$ cat src/rtl/cfg_crc_pkg.sv
package cfg_crc_pkg;

  typedef enum logic {
    PH_IDLE = 1'b0,
    PH_RUN  = 1'b1
  } phase_e;

endpackage

$ cat src/rtl/cfg_crc_step.sv
// One full chunk of the CRC, one unrolled stage per input bit, MSB first.
module cfg_crc_step #(
  parameter int          CRC_W = 8,
  parameter logic [7:0]  POLY  = 8'h1D
) (
  input  logic [CRC_W-1:0] crc_in,
  input  logic [CRC_W-1:0] chunk_in,
  output logic [CRC_W-1:0] crc_out
);

  logic [CRC_W-1:0] stage [0:CRC_W];

  assign stage[0] = crc_in ^ chunk_in;

  for (genvar b = 0; b < CRC_W; b++) begin : g_bit
    always_comb begin
      if (stage[b][CRC_W-1]) begin
        stage[b+1] = {stage[b][CRC_W-2:0], 1'b0} ^ POLY[CRC_W-1:0];
      end else begin
        stage[b+1] = {stage[b][CRC_W-2:0], 1'b0};
      end
    end
  end

  assign crc_out = stage[CRC_W];

endmodule

$ cat src/rtl/cfg_crc_seq.sv
// Walks the chunk index from acceptance to the last covered chunk.
module cfg_crc_seq
  import cfg_crc_pkg::*;
#(
  parameter int NCHUNKS = 15,
  localparam int IDX_W  = (NCHUNKS > 1) ? $clog2(NCHUNKS) : 1
) (
  input  logic             clk,
  input  logic             rst_n,
  input  logic             start,
  output logic             accept,
  output logic             busy,
  output logic             last,
  output logic [IDX_W-1:0] idx
);

  phase_e           phase_q, phase_d;
  logic [IDX_W-1:0] idx_q, idx_d;

  assign busy   = (phase_q == PH_RUN);
  assign accept = start && (phase_q == PH_IDLE);
  assign last   = busy && (idx_q == IDX_W'(NCHUNKS - 1));
  assign idx    = idx_q;

  always_comb begin
    phase_d = phase_q;
    idx_d   = idx_q;
    if (accept) begin
      phase_d = PH_RUN;
      idx_d   = '0;
    end else if (last) begin
      phase_d = PH_IDLE;
      idx_d   = '0;
    end else if (busy) begin
      idx_d   = idx_q + 1'b1;
    end
  end

  always_ff @(posedge clk or negedge rst_n) begin
    if (!rst_n) begin
      phase_q <= PH_IDLE;
      idx_q   <= '0;
    end else begin
      phase_q <= phase_d;
      idx_q   <= idx_d;
    end
  end

  // busy only rises on an accepted request
  assert_busy_from_start_R4: assert property (@(posedge clk) disable iff (!rst_n)
    $rose(busy) |-> $past(start));

  // busy only falls after the last chunk was processed
  assert_busy_ends_last_R4: assert property (@(posedge clk) disable iff (!rst_n)
    $fell(busy) |-> $past(last));

endmodule

$ cat src/rtl/cfg_crc_snap.sv
// Holds the captured bank and presents chunks in processing order.
module cfg_crc_snap #(
  parameter int NUM_WORDS = 8,
  parameter int WORD_W    = 16,
  parameter int CRC_W     = 8,
  localparam int BANK_W   = NUM_WORDS * WORD_W,
  localparam int CPW      = WORD_W / CRC_W,
  localparam int NCHUNKS  = NUM_WORDS * CPW - 1,
  localparam int IDX_W    = (NCHUNKS > 1) ? $clog2(NCHUNKS) : 1
) (
  input  logic              clk,
  input  logic              rst_n,
  input  logic              cap_en,
  input  logic [BANK_W-1:0] bank_in,
  input  logic [IDX_W-1:0]  idx,
  output logic [CRC_W-1:0]  chunk,
  output logic [CRC_W-1:0]  stored_crc
);

  logic [BANK_W-1:0] bank_q, bank_d;
  logic [CRC_W-1:0]  chunk_arr [0:NCHUNKS-1];

  always_comb begin
    bank_d = bank_q;
    if (cap_en) begin
      bank_d = bank_in;
    end
  end

  always_ff @(posedge clk or negedge rst_n) begin
    if (!rst_n) begin
      bank_q <= '0;
    end else begin
      bank_q <= bank_d;
    end
  end

  // chunk k: word k/CPW, most significant chunk of a word first
  for (genvar k = 0; k < NCHUNKS; k++) begin : g_chunk
    localparam int OFS = (k / CPW) * WORD_W + (CPW - 1 - (k % CPW)) * CRC_W;
    assign chunk_arr[k] = bank_q[OFS +: CRC_W];
  end

  assign chunk      = chunk_arr[idx];
  assign stored_crc = bank_q[(NUM_WORDS-1)*WORD_W +: CRC_W];

endmodule

$ cat src/rtl/cfg_crc_monitor.sv
module cfg_crc_monitor #(
  parameter int         NUM_WORDS = 8,
  parameter int         WORD_W    = 16,
  parameter int         CRC_W     = 8,
  parameter logic [7:0] POLY      = 8'h1D,
  parameter logic [7:0] INIT      = 8'hFF,
  parameter logic [7:0] XOROUT    = 8'hFF,
  parameter int         AC_LSB    = 0,
  parameter int         AC_W      = 2,
  localparam int BANK_W  = NUM_WORDS * WORD_W,
  localparam int NCHUNKS = NUM_WORDS * (WORD_W / CRC_W) - 1,
  localparam int IDX_W   = (NCHUNKS > 1) ? $clog2(NCHUNKS) : 1
) (
  input  logic              clk,
  input  logic              rst_n,
  input  logic              start,
  input  logic              chk_en,
  input  logic [BANK_W-1:0] cfg_words,
  output logic              busy,
  output logic              crc_fail,
  output logic              en_set
);

  // reset: asserted at once, released after two clock edges
  logic [1:0] rst_pipe_q;
  logic       rst_sync_n;

  always_ff @(posedge clk or negedge rst_n) begin
    if (!rst_n) begin
      rst_pipe_q <= 2'b00;
    end else begin
      rst_pipe_q <= {rst_pipe_q[0], 1'b1};
    end
  end
  assign rst_sync_n = rst_pipe_q[1];

  logic             accept, last;
  logic [IDX_W-1:0] idx;
  logic [CRC_W-1:0] chunk, stored_crc, step_out, final_crc;

  cfg_crc_seq #(.NCHUNKS(NCHUNKS)) u_seq (
    .clk    (clk),
    .rst_n  (rst_sync_n),
    .start  (start),
    .accept (accept),
    .busy   (busy),
    .last   (last),
    .idx    (idx)
  );

  cfg_crc_snap #(.NUM_WORDS(NUM_WORDS), .WORD_W(WORD_W), .CRC_W(CRC_W)) u_snap (
    .clk        (clk),
    .rst_n      (rst_sync_n),
    .cap_en     (accept),
    .bank_in    (cfg_words),
    .idx        (idx),
    .chunk      (chunk),
    .stored_crc (stored_crc)
  );

  logic [CRC_W-1:0] crc_q, crc_d;

  cfg_crc_step #(.CRC_W(CRC_W), .POLY(POLY)) u_step (
    .crc_in   (crc_q),
    .chunk_in (chunk),
    .crc_out  (step_out)
  );

  assign final_crc = step_out ^ XOROUT[CRC_W-1:0];

  // enable decision, taken at the accepting edge
  logic ac_nz_now, reassert_now;
  logic prev_ac_nz_q, prev_ac_nz_d;
  logic act_q, act_d;
  logic fail_q, fail_d;
  logic en_set_q, en_set_d;

  assign ac_nz_now    = |cfg_words[AC_LSB +: AC_W];
  assign reassert_now = prev_ac_nz_q && !ac_nz_now;

  always_comb begin
    crc_d        = crc_q;
    prev_ac_nz_d = prev_ac_nz_q;
    act_d        = act_q;
    en_set_d     = 1'b0;
    fail_d       = 1'b0;
    if (accept) begin
      crc_d        = INIT[CRC_W-1:0];
      prev_ac_nz_d = ac_nz_now;
      act_d        = (chk_en || reassert_now) && !ac_nz_now;
      en_set_d     = reassert_now;
    end else if (busy) begin
      crc_d = step_out;
      if (last) begin
        fail_d = act_q && (final_crc != stored_crc);
      end
    end
  end

  always_ff @(posedge clk or negedge rst_sync_n) begin
    if (!rst_sync_n) begin
      crc_q        <= '0;
      prev_ac_nz_q <= 1'b0;
      act_q        <= 1'b0;
      en_set_q     <= 1'b0;
      fail_q       <= 1'b0;
    end else begin
      crc_q        <= crc_d;
      prev_ac_nz_q <= prev_ac_nz_d;
      act_q        <= act_d;
      en_set_q     <= en_set_d;
      fail_q       <= fail_d;
    end
  end

  assign crc_fail = fail_q;
  assign en_set   = en_set_q;

  // a fail appears only in the first idle cycle after a check
  assert_fail_at_end_R3: assert property (@(posedge clk) disable iff (!rst_sync_n)
    crc_fail |-> (!busy && $past(busy)));

  // a fail lasts one cycle
  assert_fail_pulse_R3: assert property (@(posedge clk) disable iff (!rst_sync_n)
    crc_fail |=> !crc_fail);

  // a request during a check leaves the captured bank alone
  assert_busy_start_ignored_R5: assert property (@(posedge clk) disable iff (!rst_sync_n)
    (busy && start) |=> $stable(stored_crc));

  // the re-enable request coincides with the first busy cycle
  assert_enset_first_busy_R8: assert property (@(posedge clk) disable iff (!rst_sync_n)
    en_set |-> (busy && !$past(busy)));

  // nothing is reported while reset is held
  always_comb begin
    if (!rst_sync_n) begin
      assert_idle_in_reset_R1: assert (!crc_fail && !en_set);
    end
  end

endmodule

$ cat config.mk
export PLATFORM = sky130hd
export DESIGN_NAME = cfg_crc_monitor
export DESIGN_NICKNAME = d
export VERILOG_FILES = /design/src/rtl/cfg_crc_pkg.sv /design/src/rtl/cfg_crc_step.sv /design/src/rtl/cfg_crc_seq.sv /design/src/rtl/cfg_crc_snap.sv /design/src/rtl/cfg_crc_monitor.sv
export SDC_FILE = /design/constraint.sdc
export NUM_CORES = 1
export LEC_CHECK = 0
export BUFFER_PORTS_ARGS = -buffer_cell sky130_fd_sc_hd__buf_4
export CORE_MARGIN = 3
export CORE_UTILIZATION = 43
export DETAILED_ROUTE_END_ITERATION = 12
export PLACE_DENSITY_LB_ADDON = 0.05
export SLEW_MARGIN = 5
export SYNTH_ARGS = -nofsm -noshare
export SYNTH_HDL_FRONTEND = slang
export SYNTH_SLANG_ARGS = --single-unit
export TNS_END_PERCENT = 100
$ cat constraint.sdc
create_clock -name clk -period 9.5 [get_ports clk]
set_input_delay 0 -clock clk [delete_from_list [all_inputs] [get_ports clk]]
set_output_delay 0 -clock clk [all_outputs]
set_load 0.1 [all_outputs]
==> key figures <==
Clock network
  – Post-CTS Resized: 0
  – CTS tree: yes
  – H-tree depth: 4
  – Latest clock arrival within the worst-skew pair: between 0.4 and 0.5 ns
  – Total CTS buffers: 17
  – Max clock buf depth: 2
  – Clock Pin Slew Worst Setup and Hold Paths: about 0.06 ns
  – Root buf cell: clkbuf_16
  – CTS Sinks: about 150

Worst setup path
  – Worst Setup Path Type: flip-flop to flip-flop
  – Crit path from: u_seq.idx[1]$_DFFE_PN0P_
  – Crit path cell chain: buf_4, mux4_2, a22o_1, a221o_1, xnor2_4, xnor3_1, xor2_1, mux2i_1, a311oi_2
  – Crit-path max FO: 33
  – Critical path depth: 9
  – R2R Path End: crc_fail$_DFF_PN0_
  – R2R Path Start: u_seq.idx[1]$_DFFE_PN0P_
  – Critical path endpoint: crc_fail$_DFF_PN0_
  – CP max-delay cell: dfrtp_2
  – Flop-to-flop setup slack: 5.89 ns
  – CP Buf/Inv Count: 1
  – Cell family with most CP delay: XOR/XNOR gates
  – Worst-case reg-to-reg path depth: 9
  – Req. time, crit path: around 9.8 ns
  – CP Data Arrival Time: between 3 and 4 ns
  – Worst setup SP type: flip-flop
  – Worst setup EP type: flip-flop
  – Crit-path max cell delay: 0.57 ns

STA
  – Final setup violation count: 0
  – Slew at the pin closest to its max-slew limit: approximately 1.1 ns
  – Fmax: ~280 MHz
  – RSZ-0062 raised after global routing: no
  – Fin Clk Skew: around 0.006 ns
  – Fin. Hold Viols: 0
  – Setup TNS: 0 ns
  – Worst-case headroom to the max-slew limit: 0.2618
  – Final Critical Period: roughly 3.6 ns
  – Final Max Slew Viols: 0
  – Tcrit/Tclk final: 0.3796

Yosys
  – Register area share after synthesis: 0.5215
  – Largest area contributor in the netlist: dfrtp_1
  – Synth Warn #: 0
  – Post-synth EDFFs: 0
  – Synthesized area per cell: between 10 and 15 um^2
  – Post-Syn Instances: roughly 480
  – Largest cells by area after synthesis: dfrtp_1 (52%), mux2_2 (21%), mux4_2 (6.4%)
  – Ys async rst share: 1.000
  – Top FF cell, synth: dfrtp_1
  – Post-synth cell types: 47
  – Yosys reg bits: 147
  – Post-Syn Area: approximately 7100 um^2
  – Post-synth net total: approximately 620
  – Synth top area share: 0.5215

Floorplan
  – Width of the die: around 130 um
  – Core box area: approximately 16000 um^2
  – # IOs: roughly 140
  – Starting Density: 0.4425
  – Die Y: roughly 130 um
  – Die area: about 18000 um^2
  – Cell Rows: 46

Worst hold path
  – Hold Path Class: flip-flop to flip-flop

Layout
  – Final std cells w/o fill: 970
  – Layout area overhead: 43.07%
  – Fin nets: between 800 and 900
  – N_diodes: 0
  – Layout cell share with drive strength beyond 1: 0.4390

Detailed routing
  – Via density per instance: ~5.0
  – Vias: just under 5k
  – Wire length per cell: 17.61 um
  – Final ANT Viol Nets: 0
  – Routed wire length: 17080 um
  – Residual DRC: 0
  – Initial drt markers: approximately 180
  – DRT Pass-1 Iters: 4

Power
  – Pwr per Cell Area: around 380 nW/um^2
  – Peak VDD IR: roughly 0.33 mV
  – Static Leakage: ~4.4 nW

GRT
  – Overall Global Routing Usage: 0.2000
  – GRT overflow: 0
  – Antenna violations before repair: 0
  – Largest net degree at the start of global routing: 88
  – First-pass GRT wire length: between 20000 and 30000 um
  – Vias in the first global route: ~5.3k

Status
  – Status: complete, no violations

Place
  – Count of input and output buffers: about 130
  – DP Wirelength: between 10000 and 15000 um
  – # placed instances: 807
  – GP Congestion: approximately 0.86

Job
  – Max cap viols: 0
## cell type report
| cell class | count | area (um^2) |
|---|---|---|
| clock buffers | 21 | 450.4 |
| clock inverters | 10 | 110.1 |
| fillers | 1241 | 5851 |
| inverters | 4 | 15.01 |
| multi-input cells | 301 | 3198 |
| flip-flops and latches | 147 | 3684 |
| well taps | 216 | 270.3 |
| repair buffers | 271 | 2365 |
## per-layer routing
| metal | up-vias | routed length (um) | global-route usage |
|---|---|---|---|
| li1 | 2287 | - | - |
| met1 | 2443 | 7688 | 0.2680 |
| met2 | 95 | 8498 | 0.3287 |
| met3 | 22 | 580 | 0.04201 |
| met4 | 0 | 315 | 0.06448 |
| met5 | - | 0 | 0 |
## sequential cells by signal (all words and copies together), names as in the netlist
name,cells
act_q,1
crc_fail,1
crc_q,8
en_set,1
prev_ac_nz_q,1
rst_pipe_q,2
u_seq.busy,1
u_seq.idx,4
u_snap.bank_q,128
## timing repair
action / CTS / global route
hold buffers: 132 / 0
endpoints found under the hold margin: 144 / 0
setup buffers: 0 / 0
## stage by stage
step | hold slack [ns] | util | setup slack, ns | area, um^2 | power, mW
after floorplan | -0.2956 | - | 5.101 | 7054 | 2.807
after global placement | -0.2174 | 0.5150 | 5.942 | 8210 | 3.165
after detailed placement | -0.2157 | 0.5150 | 5.915 | 8210 | 3.216
after CTS | 0.3378 | 0.6330 | 5.867 | 10090 | 3.921
after global routing | 0.3515 | 0.6330 | 5.677 | 10090 | 4.159
final | 0.3515 | 0.6330 | 5.894 | 10090 | 3.878
## power breakdown
part / switching (mW) / internal, mW
registers: 0.233 / 0.956
clock network: 0.252 / 0.390
logic: 0.876 / 1.17
## layout by cell type (no fill, tap or decap), types with 3 or more instances in the layout
| cell type | instances |
|---|---|
| nor2_1 | 5 |
| mux2_2 | 130 |
| nand3_1 | 4 |
| clkinv_2 | 5 |
| dfrtp_1 | 145 |
| clkbuf_16 | 17 |
| a221o_1 | 4 |
| nand2_1 | 9 |
| nand2b_1 | 5 |
| mux4_2 | 20 |
| inv_1 | 3 |
| dlygate4sd3_1 | 132 |
| nor3_1 | 8 |
| xnor2_1 | 13 |
| xnor2_2 | 3 |
| xnor3_1 | 6 |
| buf_4 | 139 |
| xor2_1 | 9 |
| nor2b_1 | 5 |
| nand3b_1 | 7 |
| mux2i_1 | 19 |
| a21oi_1 | 10 |
| clkbuf_1 | 3 |
| o21ai_0 | 8 |
| a22oi_1 | 6 |
## worst min-delay path by stage
stage / slack [ns] / endpoint / depth (start not counted) / start
floorplan: -0.30 / rst_pipe_q[0]$_DFF_PN0_ / 0 / rst_n
global placement: -0.22 / rst_pipe_q[0]$_DFF_PN0_ / 1 / rst_n
detailed placement: -0.22 / rst_pipe_q[0]$_DFF_PN0_ / 1 / rst_n
CTS: 0.34 / u_snap.bank_q[81]$_DFFE_PN0P_ / 3 / cfg_words[81]
global route: 0.35 / u_snap.bank_q[30]$_DFFE_PN0P_ / 3 / cfg_words[30]
finish: 0.35 / rst_pipe_q[1]$_DFF_PN0_ / 0 / rst_pipe_q[0]$_DFF_PN0_
## cell families after synthesis
group | share of synthesized area
simple gates | 0.04257
buf+inv | 0.02625
fa+ha+maj | 0.003547
mux | 0.3068
xor+xnor | 0.05729
other cells | 0.0005316
flops | 0.5215
compound gates | 0.04150
## synthesized netlist by cell type (4+ instances only)
library cell	instances
o21ai_0	8
a22oi_1	6
dfrtp_1	147
nand3_1	4
xnor3_1	6
a21oi_1	10
nor2b_1	6
mux2_2	130
xor2_1	9
nand2_1	9
mux4_2	20
nand2b_1	5
nand3b_1	7
clkbuf_1	20
xnor2_1	13
mux2i_1	19
a221o_1	4
nor3_1	8
nor2_1	5
## worst register-to-register path: stages (launching register included)
cell and delay, ns:
dfrtp_2 0.57, buf_4 0.52, mux4_2 0.59, a22o_1 0.24, a221o_1 0.34, xnor2_4 0.25
xnor3_1 0.41, xor2_1 0.18, mux2i_1 0.26, a311oi_2 0.12
Power figures use the tool's default switching activity.
